File: src/rtl/simd_shift_pkg.sv
package simd_shift_pkg;

    localparam int PS_WORD_W = 32;
    localparam int PS_IDX_W  = 5;

    typedef enum logic [1:0] {
        SK_SRA  = 2'b00,
        SK_SRL  = 2'b01,
        SK_SLL  = 2'b10,
        SK_RSVD = 2'b11
    } shift_kind_e;

    typedef enum logic [1:0] {
        SM_PLAIN = 2'b00,
        SM_ALT   = 2'b01,
        SM_RSV2  = 2'b10,
        SM_RSV3  = 2'b11
    } shift_mode_e;

endpackage

File: src/rtl/pshift_decode.sv
module pshift_decode
    import simd_shift_pkg::*;
#(
    parameter int IDX_W  = PS_IDX_W,
    parameter int WIDE_LO = 16,
    parameter int WIDE_HI = 29,
    parameter int NARR_LO = 2,
    parameter int NARR_HI = 15
) (
    input  shift_kind_e      kind,
    input  shift_mode_e      mode,
    input  logic             use_imm,
    input  logic [IDX_W-1:0] rd_idx,
    input  logic [IDX_W-1:0] rs1_idx,
    input  logic [IDX_W-1:0] rs2_idx,
    output logic             wide,
    output logic             bad
);
    function automatic logic in_span(input logic [IDX_W-1:0] v, input int lo, input int hi);
        return (int'(v) >= lo) && (int'(v) <= hi);
    endfunction

    logic all_wide, all_narr, enc_bad;

    always_comb begin
        all_wide = in_span(rd_idx, WIDE_LO, WIDE_HI) && in_span(rs1_idx, WIDE_LO, WIDE_HI)
                 && (use_imm || in_span(rs2_idx, WIDE_LO, WIDE_HI));
        all_narr = in_span(rd_idx, NARR_LO, NARR_HI) && in_span(rs1_idx, NARR_LO, NARR_HI)
                 && (use_imm || in_span(rs2_idx, NARR_LO, NARR_HI));
        enc_bad  = (kind == SK_RSVD) || (mode == SM_RSV2) || (mode == SM_RSV3);
        wide     = all_wide;
        bad      = enc_bad || !(all_wide || all_narr);
    end
endmodule

File: src/rtl/pshift_lane.sv
module pshift_lane
    import simd_shift_pkg::*;
#(
    parameter int W  = 16,
    parameter int SW = 4
) (
    input  logic [W-1:0]  x,
    input  logic [SW-1:0] s,
    input  shift_kind_e   kind,
    input  logic          alt,
    output logic [W-1:0]  y
);
    localparam logic [W-1:0] SMAX = {1'b0, {(W-1){1'b1}}};
    localparam logic [W-1:0] SMIN = {1'b1, {(W-1){1'b0}}};

    logic [W-1:0] sra_v, srl_v, sll_v, back_v, tail_v;
    logic         rbit, ovf;

    always_comb begin
        sra_v  = W'($signed(x) >>> s);
        srl_v  = x >> s;
        sll_v  = x << s;
        back_v = W'($signed(sll_v) >>> s);
        ovf    = (back_v != x);
        tail_v = (s == '0) ? '0 : (x >> (s - SW'(1)));
        rbit   = (s != '0) && tail_v[0];
        case (kind)
            SK_SRA:  y = sra_v + ((alt && rbit) ? W'(1) : '0);
            SK_SRL:  y = srl_v + ((alt && rbit) ? W'(1) : '0);
            SK_SLL:  y = (alt && ovf) ? (x[W-1] ? SMIN : SMAX) : sll_v;
            default: y = '0;
        endcase
    end
endmodule

File: src/rtl/pshift_unit.sv
module pshift_unit
    import simd_shift_pkg::*;
#(
    parameter int WORD_W = PS_WORD_W,
    parameter int IDX_W  = PS_IDX_W
) (
    input  logic              clk,
    input  logic              rst_n,
    input  logic              in_valid,
    input  logic [1:0]        kind,
    input  logic [1:0]        mode,
    input  logic              use_imm,
    input  logic [IDX_W-1:0]  rd_idx,
    input  logic [IDX_W-1:0]  rs1_idx,
    input  logic [IDX_W-1:0]  rs2_idx,
    input  logic [WORD_W-1:0] operand,
    input  logic [WORD_W-1:0] amt_word,
    input  logic [3:0]        imm,
    output logic              out_valid,
    output logic [WORD_W-1:0] result,
    output logic              illegal
);
    localparam int N16 = WORD_W / 16;
    localparam int N8  = WORD_W / 8;

    typedef struct packed {
        logic              vld;
        logic              ill;
        logic [WORD_W-1:0] res;
    } unit_state_t;

    unit_state_t st_d, st_q;

    shift_kind_e       kind_e;
    shift_mode_e       mode_e;
    logic              is_wide, is_bad, alt;
    logic [3:0]        amt_src;
    logic [WORD_W-1:0] y16, y8;

    assign kind_e  = shift_kind_e'(kind);
    assign mode_e  = shift_mode_e'(mode);
    assign alt     = (mode_e == SM_ALT);
    assign amt_src = use_imm ? imm : amt_word[3:0];

    pshift_decode #(.IDX_W(IDX_W)) u_dec (
        .kind    (kind_e),
        .mode    (mode_e),
        .use_imm (use_imm),
        .rd_idx  (rd_idx),
        .rs1_idx (rs1_idx),
        .rs2_idx (rs2_idx),
        .wide    (is_wide),
        .bad     (is_bad)
    );

    for (genvar g = 0; g < N16; g++) begin : g_l16
        pshift_lane #(.W(16), .SW(4)) u_lane (
            .x    (operand[g*16 +: 16]),
            .s    (amt_src[3:0]),
            .kind (kind_e),
            .alt  (alt),
            .y    (y16[g*16 +: 16])
        );
    end

    for (genvar g = 0; g < N8; g++) begin : g_l8
        pshift_lane #(.W(8), .SW(3)) u_lane (
            .x    (operand[g*8 +: 8]),
            .s    (amt_src[2:0]),
            .kind (kind_e),
            .alt  (alt),
            .y    (y8[g*8 +: 8])
        );
    end

    always_comb begin
        st_d     = st_q;
        st_d.vld = in_valid;
        if (in_valid) begin
            st_d.ill = is_bad;
            st_d.res = is_bad ? '0 : (is_wide ? y16 : y8);
        end
    end

    always_ff @(posedge clk) begin
        if (!rst_n) st_q <= '0;
        else        st_q <= st_d;
    end

    assign out_valid = st_q.vld;
    assign result    = st_q.res;
    assign illegal   = st_q.ill;
endmodule

File: config.mk
export PLATFORM = sky130hd
export DESIGN_NAME = pshift_unit
export DESIGN_NICKNAME = d
export VERILOG_FILES = /design/src/rtl/simd_shift_pkg.sv /design/src/rtl/pshift_decode.sv /design/src/rtl/pshift_lane.sv /design/src/rtl/pshift_unit.sv
export SDC_FILE = /design/constraint.sdc
export NUM_CORES = 1
export LEC_CHECK = 0
export BUFFER_PORTS_ARGS = -buffer_cell sky130_fd_sc_hd__buf_2
export CAP_MARGIN = 20
export CORE_UTILIZATION = 50
export CTS_BUF_LIST = sky130_fd_sc_hd__clkbuf_16
export DETAILED_ROUTE_END_ITERATION = 10
export PLACE_DENSITY = 0.7
export SLEW_MARGIN = 40
export SYNTH_ARGS = -nofsm -noshare
export SYNTH_HDL_FRONTEND = slang
export SYNTH_SLANG_ARGS = --single-unit
File: constraint.sdc
create_clock -name clk -period 7.9 [get_ports clk]
set_input_delay 0.395 -clock clk [delete_from_list [all_inputs] [get_ports clk]]
set_output_delay 0.395 -clock clk [all_outputs]
set_load 0.005 [all_outputs]
Word level (Yosys, flattened, before mapping)
Cells that the tools add are included.

word-level totals
  register bits = 34
  output and inout port bits = 34
  word-level logic and storage cells = 144

operators by class
  add/sub/neg operators = 14
  $lt $le $gt $ge = 12
  equality and inequality tests = 12
  shift-type cells = 30
  muxes and demuxes = 33
  reductions and logical operators = 40

operators with widths
  operator                                              count
  case mux 16 bit (3 select lines)                      2
  case mux 8 bit (3 select lines)                       4
  adder 16 bit                                          4
  adder 8 bit                                           8
  two-way mux 16 bit                                    4
  two-way mux 32 bit                                    2
  two-way mux 8 bit                                     8
  >>> shifter 16 x 4 -> 16 bit                          4
  >>> shifter 8 x 3 -> 8 bit                            8
  != test 16 bit                                        2
  != test 8 bit                                         4
  left shift 16 x 4 -> 16 bit                           2
  left shift 8 x 3 -> 8 bit                             4
  right shift 16 x 4 -> 1 bit                           2
  right shift 16 x 4 -> 16 bit                          2
  right shift 8 x 3 -> 1 bit                            4
  right shift 8 x 3 -> 8 bit                            4
  logical AND 1 bit                                     28
  >= comparator 5 x 2 -> 1 bit (second input constant)  3
  >= comparator 5 bit (second input constant)           3
  <= comparator 5 x 4 -> 1 bit (second input constant)  3
  <= comparator 5 bit (second input constant)           3
  two-way mux 1 bit                                     12
  equality test 2 bit (second input constant)           4
  11 further kinds                                      17

Longest topological paths before layout
  depth in word-level cells = 11
  depth in mapped cells = 25
  gate-level depth less buffers = 17

Hierarchy
Synthesis repeated with hierarchy kept, for this count alone.

unflattened totals
  cells, all modules = 2046
  area total of the unflattened synthesis = 15304.7 um^2

modules (own cells, without submodules)
  module                             instances  cells each  area each (um^2)  seq. area each (um^2)
  pshift_lane (g_l16[0].u_lane ...)  2          550         3936.3            0.0
  pshift_lane (g_l8[0].u_lane ...)   4          203         1406.3            0.0
  pshift_unit                        1          119         1710.4            680.7
  pshift_decode                      1          15          96.3              0.0

Worst setup path before layout
Ideal clock, no wire load.

  path type = input to register
  start point = input use_imm
  end point = register st_q, in the netlist result[26]
  data arrival time = 5.744 ns
  data required time = 7.774 ns
  setup slack = 2.031 ns
  stages on the path = 25
  buffers on the path = 9
  cells stage by stage = buf_6 -> mux2_2 -> inv_1 -> buf_2 -> buf_2 -> buf_2 -> buf_2 -> buf_2 -> buf_1 -> buf_1 -> clkbuf_1 -> ha_1 -> mux4_2 -> mux2_2 -> a211oi_1 -> ha_1 -> ha_1 -> o21ai_0 -> nor4bb_1 -> nand3_1 -> xnor2_1 -> a21oi_1 -> o21ai_0 -> a22oi_1 -> o21ai_0

on the way
  word-level cells in the longest chain between the ends = 11

RTL lines
  what                                                                                        line                                  source
  from (decl)                                                                                 pshift_unit.sv:12                     input logic use_imm,
  two-way mux 4 bit                                                                           pshift_unit.sv:43                     assign amt_src = use_imm ? imm : amt_word[3:0];
  subtractor 4 x 1 -> 4 bit / subtractor 3 x 1 -> 3 bit (equally long branches)               pshift_lane.sv:25                     tail_v = (s == '0) ? '0 : (x >> (s - SW'(1)));
  right shift 16 x 4 -> 1 bit / right shift 8 x 3 -> 1 bit (equally long branches)            pshift_lane.sv:25
  two-way mux 1 bit                                                                           pshift_lane.sv:25
  logical AND 1 bit                                                                           pshift_lane.sv:26                     rbit = (s != '0) && tail_v[0];
  logical AND 1 bit                                                                           pshift_lane.sv:28, pshift_lane.sv:29
  two-way mux 1 bit                                                                           pshift_lane.sv:28, pshift_lane.sv:29
  adder 16 bit (tied with other cells)                                                        pshift_lane.sv:29                     SK_SRL: y = srl_v + ((alt && rbit) ? W'(1) : '0);
  case mux 16 bit (3 select lines) / case mux 8 bit (3 select lines) (equally long branches)  pshift_lane.sv:27                     case (kind)
  two-way mux 32 bit                                                                          pshift_unit.sv:81                     st_d.res = is_bad ? '0 : (is_wide ? y16 : y8);
  two-way mux 32 bit *                                                                        pshift_unit.sv:81
  to (signal assigned)                                                                        pshift_unit.sv:87                     else st_q <= st_d;
  to (decl)                                                                                   pshift_unit.sv:32                     unit_state_t st_d, st_q;

Mark *: on every way between the ends. The rest lies on a longest branch, timed or not.
A chain may end at the register's enable or synchronous reset.

Final worst setup path
  start point = input use_imm
  end point = register st_q, in the netlist result[1]

Same word-level chain as after synthesis.

==> impl_metrics.ini <==
[floorplan]
design.die.area_um2 = 21100
initial_cell_density_of_the_core_pct = 50.8
core.rowCount = 52
design.core.area_um2 = 20200
pin_count = 125
die_w_um = 145
die_height_um = 145

[worst_setup_path]
cp_slowest_cell = o31ai_1
path_max_fanout = 52
reg2reg_from = result[14]
critical-path-max-stage-delay_ns = 0.77
cells_along_the_critical_path = buf_2 -> mux2_4 -> inv_2 -> buf_4 -> mux2i_1 -> a22oi_2 -> nand2_1 -> o311ai_0 -> o211ai_1 -> a2111oi_0 -> o2111ai_1 -> o31ai_1 -> nand2_1 -> o31ai_1 -> a22o_1
critical_path_arrival_ns = 6.31
cp-start-kind = input port
worstSetupPathType = input port to flop
cp_top_family = compound AO/OA/AOI/OAI gates
cp.depth = 15
crit_buf_inv = 3
crit-reg2reg-capture = result[14]
worst-r2r-cell-count = 3
endpoint_kind = flop
r2r_setup_slack_ns = 6.83
required_ns = 8.12

[sta]
min_period_over_period_pct = 77.1
maxSlewHeadroom_pct = 39.3
timing_worst_slew_pin_value_ns = 0.907
skew_ns = 0
finalCriticalPeriod_ns = 6.09
fmax_mhz = 164
finalMaxSlewViolations = 0
fin_tns_setup_ns = 0
report.final.setup_viol = 0
rsz_0062_raised_after_global_routing = no
hold_violations = 0

[placed_design]
place.gp.congestion = 1.08
dp.final_hpwl_um = 34300
place_inst = 1763
port_buffers = 93

[final_layout]
num-fill-cells = 2039
post_route_cells_drive_above_1_share_pct = 14.4
area_growth_syn_to_layout_pct = 5.76
final_cells = 1773
final_util_pct = 53.8
antenna_cell_count = 0
design.final.nets = 1607

[power]
leakagePower_uw = 0.00401
pwr_density_cell_nw_per_um2 = 121
power.ir.vdd_worst_mv = 0.0700

[run_status]
run_status = completed

[logic_synthesis]
number_of_flops_mapped_to_enable_cells_by_yosys = 0
mean_post_synth_cell_area_um2 = 6.75
synth_area_leader_cell = mux2i_1
ys_top_cells_by_count = 156 x nand2_1, 130 x nor2_1, 118 x o21ai_0
synthFlopType = dfxtp_1
synth_cells = 1519
mappedNetlistNets = 1624
yosysUniqueCellTypes = 91
yosysWarnings = 0
yosysSeqAreaShare_pct = 6.64
postSynthRegisterBits = 34
synthArstFlopShare_pct = 0
synthMostInstantiatedCell = nand2_1
synth.top_cells.by_area = mux2i_1 7.7%, dfxtp_1 6.6%, o21ai_0 5.8%, nand2_1 5.7%, a21oi_1 5.5%
yosys.area.top_type_share_pct = 7.71
post_synth_instance_area_um2 = 10300

[routing]
antenna_left = 0
dr.first_iter.drc_count = 2653
routed-via-count = 13500
route.final.wire_length_um = 47300
vias_per_cell = 7.62
drc = 0
firstDrtPassIters = 7
detail_route.wl_per_cell_um = 26.7

[clock_network]
ctsRootBufferMaster = clkbuf_16
worstSkewPairLatency_ns = 0.28
h-tree-depth = 2
clock_path_buffers = 2
clock_sinks = 34
post_cts.resized_instances = 0
clkTransAtPathRegs_ns = 0.05
cts.repair_timing.setup_buffer_count = 0
tritoncts = yes
tritoncts.num_buffers = 5
cts.hold.buffers_added = 0

[global_route]
globalRouteTotalUtil_pct = 43.3
antenna_found_initial = 1
overflow = 0
first_global_vias = 12000
grt_first_pass_wirelength_um = 71800
pin_count_of_the_biggest_net_entering_global_routing = 62

[flow_run]
cap_violations = 0

[worst_hold_path]
min_from = result[23]
min_delay_path_depth = 2
kind_of_path_behind_the_tightest_hold_check = flop to flop
hold_end = result[23]
==> stage by stage <==
step	area (µm²)	hold slack, ns	power (µW)	setup WS (ns)
6_report	10800	0.446	1310	1.81
3_5_place_dp	10700	0.441	1070	1.88
2_1_floorplan	10300	0.449	815	2.03
5_1_grt	10800	0.482	1360	1.58
4_1_cts	10800	0.453	1260	2.15
3_3_place_gp	10700	0.431	1070	1.95
==> tightest hold or removal path, delay by kind of cell (launching register included) <==
| kind | cells | cell delay [ns] |
|---|---|---|
| and+or+nand+nor | 1 | 0.04 |
| AOI/OAI and AO/OA | 1 | 0.05 |
| DFF | 1 | 0.32 |
==> sequential cells by signal, summed over array words and instances, names as in the netlist <==
name / cells
out_valid: 1
illegal: 1
result: 32
==> kinds of logic (layout without fill, tap and decap cells) <==
kind of cell | Yosys count | count (layout) | share of synthesized area (%)
simple gates | 525 | 525 | 24.1
xor+xnor | 62 | 62 | 5.30
flops | 34 | 34 | 6.64
fa+ha+maj | 14 | 14 | 1.71
mux | 123 | 123 | 15.3
buf+inv | 179 | 163 | 7.64
compound gates | 582 | 582 | 39.3
==> how the worst max path moves through the flow <==
stage / from / end / slack (ns)
global placement: use_imm / result[28] / 1.95
finish: use_imm / result[1] / 1.81
detailed placement: use_imm / result[5] / 1.88
CTS: use_imm / result[5] / 2.15
global route: use_imm / result[5] / 1.58
floorplan: use_imm / result[26] / 2.03
==> placed cells by master (no fill, tap or decap), types with 13 or more instances in the layout <==
cell type	instances
inv_1	20
a221oi_1	20
and3_1	13
nand4_1	21
a211oi_1	36
nand3_1	64
and2_1	13
mux2_2	16
o211ai_1	20
a21oi_1	113
nor3_1	48
ha_1	14
xor2_1	19
buf_4	35
a21o_1	15
buf_2	93
mux4_2	24
o22ai_1	23
dfxtp_1	34
a31oi_1	28
nand2b_1	13
nor2_1	128
o21ai_0	116
nor2b_1	15
mux2i_1	76
nand2_1	156
a22oi_1	28
xnor2_1	43
==> per-layer routing <==
layer  track usage (%)  part of all wire (%)
met5                 0                 0.027
met3              11.4                    16
met1              60.3                    39
met4              23.0                   6.3
met2              60.1                    39
==> cell type report <==
cell class	instances	area [µm²]	area share, %
multi-input combinational	1306	8850	81.6
timing repair buffer	130	744	6.87
inverter	25	95.1	0.877
clock inverter	3	11.3	0.104
clock buffer	5	125	1.15
sequential	34	681	6.28
tap	270	338	3.12
==> power by group <==
group,internal (µW),switching [µW],leakage [µW]
Sequential,175,1.66,0.000275
Combinational,314,638,0.00367
Clock,113,70.0,0.0000663
Total,603,710,0.00401
(Power assumes the default switching activity.)
